**src/rtl/pm_pkg.sv**
```systemverilog
package pm_pkg;
  localparam int PM_REG_W  = 32;
  localparam int PM_SDF_W  = 4;
  localparam int PM_SDF_LO = 0;
  localparam int PM_DOZE_B = PM_SDF_LO + PM_SDF_W;
  localparam int PM_SLEEP_B = PM_DOZE_B + 1;
  localparam int PM_USED_W = PM_SLEEP_B + 1;

  typedef enum logic [1:0] {
    PM_RUN   = 2'd0,
    PM_DOZE  = 2'd1,
    PM_SLEEP = 2'd2
  } pm_mode_e;

  typedef struct packed {
    logic sleep_en;
    logic doze_en;
    logic [PM_SDF_W-1:0] ratio;
  } pm_ctrl_t;
endpackage

```
**src/rtl/pm_ctrl_reg.sv**
```systemverilog
module pm_ctrl_reg
  import pm_pkg::*;
#(
  parameter int REG_W = PM_REG_W
) (
  input  logic             clk,
  input  logic             rst_n,
  input  logic             wr_en,
  input  logic [REG_W-1:0] wr_data,
  input  logic             wake,
  output pm_ctrl_t         ctrl,
  output logic [REG_W-1:0] rd_data
);
  localparam int PAD_W = REG_W - PM_USED_W;

  pm_ctrl_t ctrl_q;
  pm_ctrl_t ctrl_d;
  logic     in_low_power;

  assign in_low_power = ctrl_q.doze_en | ctrl_q.sleep_en;

  // Write wins over a wake on the same edge.
  always_comb begin
    ctrl_d = ctrl_q;
    if (wr_en) begin
      ctrl_d.ratio    = wr_data[PM_SDF_LO +: PM_SDF_W];
      ctrl_d.doze_en  = wr_data[PM_DOZE_B];
      ctrl_d.sleep_en = wr_data[PM_SLEEP_B];
    end else if (wake && in_low_power) begin
      ctrl_d.doze_en  = 1'b0;
      ctrl_d.sleep_en = 1'b0;
    end
  end

  always_ff @(posedge clk or negedge rst_n) begin
    if (!rst_n) ctrl_q <= '0;
    else        ctrl_q <= ctrl_d;
  end

  assign ctrl = ctrl_q;

  generate
    if (PAD_W > 0) begin : g_pad
      assign rd_data = {{PAD_W{1'b0}}, ctrl_q};
    end else begin : g_nopad
      assign rd_data = ctrl_q[REG_W-1:0];
    end
  endgenerate
endmodule

```
**src/rtl/pm_mode_dec.sv**
```systemverilog
module pm_mode_dec
  import pm_pkg::*;
(
  input  pm_ctrl_t ctrl,
  output pm_mode_e mode
);
  // Sleep has priority over doze.
  always_comb begin
    if (ctrl.sleep_en)     mode = PM_SLEEP;
    else if (ctrl.doze_en) mode = PM_DOZE;
    else                   mode = PM_RUN;
  end
endmodule

```
**src/rtl/pm_slow_div.sv**
```systemverilog
module pm_slow_div #(
  parameter int RATIO_W = 4
) (
  input  logic               clk,
  input  logic               rst_n,
  input  logic               restart,
  input  logic               hold,
  input  logic [RATIO_W-1:0] ratio,
  output logic               tick
);
  logic [RATIO_W-1:0] cnt_q;

  always_ff @(posedge clk or negedge rst_n) begin
    if (!rst_n)             cnt_q <= '0;
    else if (restart||hold) cnt_q <= '0;
    else if (cnt_q >= ratio) cnt_q <= '0;
    else                    cnt_q <= cnt_q + 1'b1;
  end

  assign tick = (cnt_q == '0) && !hold;
endmodule

```
**src/rtl/pm_gate_ctrl.sv**
```systemverilog
module pm_gate_ctrl
  import pm_pkg::*;
(
  input  pm_mode_e mode,
  input  logic     slow_tick,
  output logic     core_en,
  output logic     timer_pic_en,
  output logic     supply_low
);
  always_comb begin
    core_en      = 1'b0;
    timer_pic_en = 1'b0;
    supply_low   = 1'b0;
    unique case (mode)
      PM_RUN: begin
        core_en      = slow_tick;
        timer_pic_en = 1'b1;
      end
      PM_DOZE: begin
        timer_pic_en = 1'b1;
      end
      PM_SLEEP: begin
        supply_low = 1'b1;
      end
      default: begin
        core_en      = 1'b0;
        timer_pic_en = 1'b0;
        supply_low   = 1'b0;
      end
    endcase
  end
endmodule

```
**src/rtl/pm_power_ctrl.sv**
```systemverilog
module pm_power_ctrl
  import pm_pkg::*;
#(
  parameter int REG_W = PM_REG_W
) (
  input  logic             clk,
  input  logic             rst_n,
  input  logic             reg_wr_en,
  input  logic [REG_W-1:0] reg_wr_data,
  output logic [REG_W-1:0] reg_rd_data,
  input  logic             irq_in,
  output logic             core_clk_en,
  output logic             tt_pic_clk_en,
  output logic             supply_low_req
);
  pm_ctrl_t ctrl;
  pm_mode_e mode;
  logic     slow_tick;
  logic     gated;

  pm_ctrl_reg #(.REG_W(REG_W)) u_reg (
    .clk     (clk),
    .rst_n   (rst_n),
    .wr_en   (reg_wr_en),
    .wr_data (reg_wr_data),
    .wake    (irq_in),
    .ctrl    (ctrl),
    .rd_data (reg_rd_data)
  );

  pm_mode_dec u_dec (
    .ctrl (ctrl),
    .mode (mode)
  );

  assign gated = (mode != PM_RUN);

  pm_slow_div #(.RATIO_W(PM_SDF_W)) u_div (
    .clk     (clk),
    .rst_n   (rst_n),
    .restart (reg_wr_en),
    .hold    (gated),
    .ratio   (ctrl.ratio),
    .tick    (slow_tick)
  );

  pm_gate_ctrl u_gate (
    .mode         (mode),
    .slow_tick    (slow_tick),
    .core_en      (core_clk_en),
    .timer_pic_en (tt_pic_clk_en),
    .supply_low   (supply_low_req)
  );
endmodule

```
**config.mk**
```make
export PLATFORM = sky130hd
export DESIGN_NAME = pm_power_ctrl
export DESIGN_NICKNAME = d
export VERILOG_FILES = /design/src/rtl/pm_pkg.sv /design/src/rtl/pm_ctrl_reg.sv /design/src/rtl/pm_mode_dec.sv /design/src/rtl/pm_slow_div.sv /design/src/rtl/pm_gate_ctrl.sv /design/src/rtl/pm_power_ctrl.sv
export SDC_FILE = /design/constraint.sdc
export NUM_CORES = 1
export LEC_CHECK = 0
export ABC_AREA = 1
export BUFFER_PORTS_ARGS = -buffer_cell sky130_fd_sc_hd__buf_2
export CAP_MARGIN = 10
export CORE_MARGIN = 5
export CORE_UTILIZATION = 36
export DETAILED_ROUTE_END_ITERATION = 8
export PLACE_DENSITY_LB_ADDON = 0.25
export SYNTH_ARGS = -nofsm -noshare
export SYNTH_HDL_FRONTEND = slang
export SYNTH_SLANG_ARGS = --single-unit
export TNS_END_PERCENT = 1
```
**constraint.sdc**
```tcl
create_clock -name clk -period 1.45 [get_ports clk]
set_input_delay 0.145 -clock clk [delete_from_list [all_inputs] [get_ports clk]]
set_output_delay 0.145 -clock clk [all_outputs]
set_load 0.005 [all_outputs]
```
# After elaboration in Yosys (flattened, before gate mapping)
# Index checks and enable logic that the tools add are counted.
# totals
out_inout_bits	35
ff_bits	10
in_bits	36
# op_classes
n_reduce_logical	9
n_bitwise	1
order_cmp	1
mux	9
n_eq_ne	2
n_addsub	1
# ops
op	n
4-bit two-way mux	2
2-bit two-way mux	3
4-bit by 1-bit adder with 4-bit output, second input constant	1
4-bit >= comparator	1
4-bit zero test	1
1-bit two-way mux	4
2-bit nonzero test	2
2-bit by 1-bit == test with 1-bit output, second input constant	1
2-bit == test, second input constant	1
1-bit logical AND	2
2-bit zero test	1
2-bit OR reduction	1
1-bit zero test	1
1-bit logical OR	1
1-bit bitwise OR	1

# Longest topological paths before layout
# depth
depth_word	6
depth_mapped	8
ltp_nobuf	8

# Modules after synthesis
# A second synthesis with hierarchy kept.
# unflattened
cells_unflattened	112
area_unflattened_um2	847.1
# by_module_without_submodules
module	area_each_um2	cells_per_inst	instances
pm_ctrl_reg	473.0	59	1
pm_slow_div	326.6	42	1
pm_gate_ctrl	18.8	5	1
pm_mode_dec	17.5	3	1
pm_power_ctrl	11.3	3	1

# Worst setup path before layout
# No wires, ideal clock.
# synth_timing
path_kind	register -> register
startpoint	register u_reg.ctrl_q, in the netlist u_reg.ctrl[3]
endpoint	register u_div.cnt_q[0]
arrival_time_ns	1.070
path_slack_ns	0.306
period_less_slack_ns	1.144
required_ns	1.377
path_stages_with_launch	6
setup_time_ns	0.073
cell_sequence	dfrtp_1 > inv_1 > ha_1 > a21oi_1 > nand3_1 > nor2_1
# synth_via
elab_chain_cells	3
# synth_rtl
element	line_no	text
start, declared	pm_ctrl_reg.sv:16	pm_ctrl_t ctrl_q;
start signal, assigned	pm_ctrl_reg.sv:37	else ctrl_q <= ctrl_d;
4-bit >= comparator	pm_slow_div.sv:16	else if (cnt_q >= ratio) cnt_q <= '0;
4-bit two-way mux	pm_slow_div.sv:16	
4-bit two-way mux	pm_slow_div.sv:15	else if (restart||hold) cnt_q <= '0;
end signal, assigned	pm_slow_div.sv:17	else cnt_q <= cnt_q + 1'b1;
end, declared	pm_slow_div.sv:11	logic [RATIO_W-1:0] cnt_q;
# Every way passes these cells.
# A chain may end at the register's enable or synchronous reset.

# Worst setup path in the final report
# layout_timing
startpoint	register u_div.cnt_q[1]
endpoint	register u_div.cnt_q[2]
# layout_via
elab_chain_cells	3
word_cells_on_any_way	4
classes_between	add/sub: 1; order compare: 1; mux: 2
# layout_rtl
element	line_no
4-bit by 1-bit adder with 4-bit output / 4-bit >= comparator (equally long branches)	pm_slow_div.sv:17, pm_slow_div.sv:16
4-bit two-way mux (*)	pm_slow_div.sv:16
4-bit two-way mux (*)	pm_slow_div.sv:15
# Mark *: on every way between the ends. The rest lies on a longest branch, timed or not.

==> impl_metrics.json <==
{
  "post_dp_cell_area_um2": 787,
  "clock_path_buffers": 2,
  "critPathArrivalTime_ns": 1.55,
  "clk_pin_slew_ns": 0.07,
  "dr.pass1.iters": 5,
  "syn-cell-area_um2": 779,
  "synth_top_area_share": 0.321,
  "vias_per_cell": 4.03,
  "cts_sinks": 10,
  "cp_max_fo": 4,
  "dp.cells": 133,
  "end_kind": "register",
  "io_buffers": 18,
  "met3_usage": 0.0528,
  "clockRootBuffer": "clkbuf_4",
  "area_growth_pct": 12.5,
  "cts_tree": "yes",
  "p_per_area_nw_per_um2": 838,
  "fp.dieW_um": 56.5,
  "yosys_warnings": 0,
  "core-area_um2": 2020,
  "stdcell_count": 143,
  "die_area_um2": 3200,
  "whs_ns": 0.0800,
  "vias": 576,
  "drcViolationCount": 0,
  "h-tree-depth": 1,
  "ant_nets": 0,
  "leakage_uw": 0.000521,
  "overflow": 0,
  "grt_antenna_before_repair": 0,
  "status": "complete, no violations",
  "fp.dieH_um": 56.5,
  "grt_pass1_wl_um": 2430,
  "synth_area_leaders": "dfrtp_1 32%, buf_4 25%, ha_1 9.6%",
  "rsz0062_at_grt": "no",
  "dpl.hpwl_um": 1070,
  "crit_type": "register to register",
  "place.gp.congestion": 0.703,
  "drv_cap": 0,
  "final_common_cell": "conb_1",
  "min_path_type": "primary input to register",
  "num-nets-final": 159,
  "start_kind": "register",
  "top_usage_layer": "met2",
  "clock_latency_ns": 0.27,
  "finalSetupViolCount": 0,
  "antenna_cells": 0,
  "rows": 16,
  "tns_ns": 0,
  "fin_area_um2": 877,
  "cp.required_ns": 1.65,
  "hold_viol_final": 0,
  "grt_max_degree": 12,
  "layout-drive-gt1-share": 0.310,
  "mostFrequentLayoutCells": "26 x conb_1, 18 x buf_2, 14 x nand2_1",
  "drt-total-wl_um": 1390,
  "syn_inst": 91,
  "numCtsBuffers": 3,
  "yosys.area.top_type": "dfrtp_1",
  "io_pins": 71,
  "synth_cell_type_count": 22,
  "synth.avg_cell_area_um2": 8.57,
  "max_freq_mhz": 739,
  "period_share": 0.933,
  "synth-seq-area-share": 0.321,
  "start_util": 0.386,
  "first_global_vias": 539,
  "grt_util_met1": 0.105,
  "post_drt_wl_per_cell_um": 9.73,
  "finalCriticalPeriod_ns": 1.35,
  "grt_usage": 0.0965,
  "met2_usage": 0.158,
  "clock_skew_ns": 0.00386,
  "initialDrtViolationCount": 7,
  "ys_seq_elements": 10,
  "slew_viol_final": 0,
  "vdd_ir_drop_max_uv": 500
}
[power breakdown]
part | total [µW] | switching, µW | internal (µW)
registers | 310 | 12.1 | 298
logic | 171 | 99.1 | 72.0
clock network | 254 | 102 | 153
[synth_stat cells]
cell type	n
nor2_2	1
or2_0	1
a21oi_1	1
nor3_1	1
mux2_4	1
dfrtp_1	10
nand2_4	1
o21ai_0	5
nand4_1	2
nor2_8	1
ha_1	6
inv_1	10
nand3_2	1
inv_2	1
nor2_1	3
clkbuf_1	1
buf_4	26
nand2_1	14
conb_1	1
buf_6	1
xor2_1	1
nand3_1	2
[sequential cells by signal, indices dropped and copies added (netlist names)]
signal and count:
u_div.cnt_q 4, u_reg.ctrl 6
[final timing paths]
path | startpoint | end | slack [ns] | cells past startpoint
min | reg_wr_data[2] | u_reg.ctrl[2] | 0.08 | 3
max | u_div.cnt_q[1] | u_div.cnt_q[2] | 0.1 | 7
max reg2reg | u_div.cnt_q[1] | u_div.cnt_q[2] | 0.1 | 7
max in group asynchronous | rst_n | u_div.cnt_q[1] | 0.96 | 2
min in group asynchronous | rst_n | u_reg.ctrl[5] | 0.26 | 2
min reg2reg | u_reg.ctrl[1] | u_reg.ctrl[1] | 0.55 | 2
[metrics by stage]
step / worst slack [ns] / util / power [µW]
after global routing: 0.00519 / 0.434 / 798
final: 0.0970 / 0.434 / 735
after global placement: 0.202 / 0.389 / 463
after CTS: 0.00372 / 0.412 / 729
after detailed placement: 0.195 / 0.389 / 465
after floorplan: 0.306 / - / 464
[area by class of cell]
| type | count | area (µm²) |
|---|---|---|
| Inverter | 11 | 41.3 |
| Multi-Input combinational cell | 67 | 377 |
| Tap cell | 27 | 33.8 |
| Sequential cell | 10 | 251 |
| Fill cell | 218 | 1140 |
| Clock buffer | 4 | 36.3 |
| Timing Repair Buffer | 24 | 138 |
[layer usage]
layer | vias up | share of wire
li1 | 280 | -
met1 | 260 | 0.39
met2 | 34 | 0.47
met3 | 2 | 0.13
met4 | 0 | 0.0065
met5 | - | 0
[worst max-delay path, stage by stage, from the launching register on]
cell	delay [ns]
dfrtp_2	0.41
buf_4	0.14
ha_1	0.28
nand2_1	0.07
nand2_1	0.04
nand2_1	0.05
nand3_1	0.16
nor2_1	0.14
[what timing repair did]
item	4_1_cts	5_1_grt
resized for setup	1	2
setup buffers	0	5
endpoints found under the setup margin	1	1
pin swaps	0	1
hold endpoints to repair	10	0
hold buffers	1	0
[cells by family (layout without fill, tap and decap cells)]
| logic type | Yosys count | count (layout) | synth area share |
|---|---|---|---|
| fa+ha+maj | 6 | 6 | 0.0963 |
| mux | 1 | 1 | 0.0193 |
| xor+xnor | 1 | 1 | 0.0112 |
| buf+inv | 39 | 39 | 0.323 |
| compound gates | 6 | 6 | 0.0385 |
| flops | 10 | 10 | 0.321 |
| simple gates | 27 | 27 | 0.186 |
| other cells | 1 | 26 | 0.00481 |
Power figures use the tool's default switching activity.
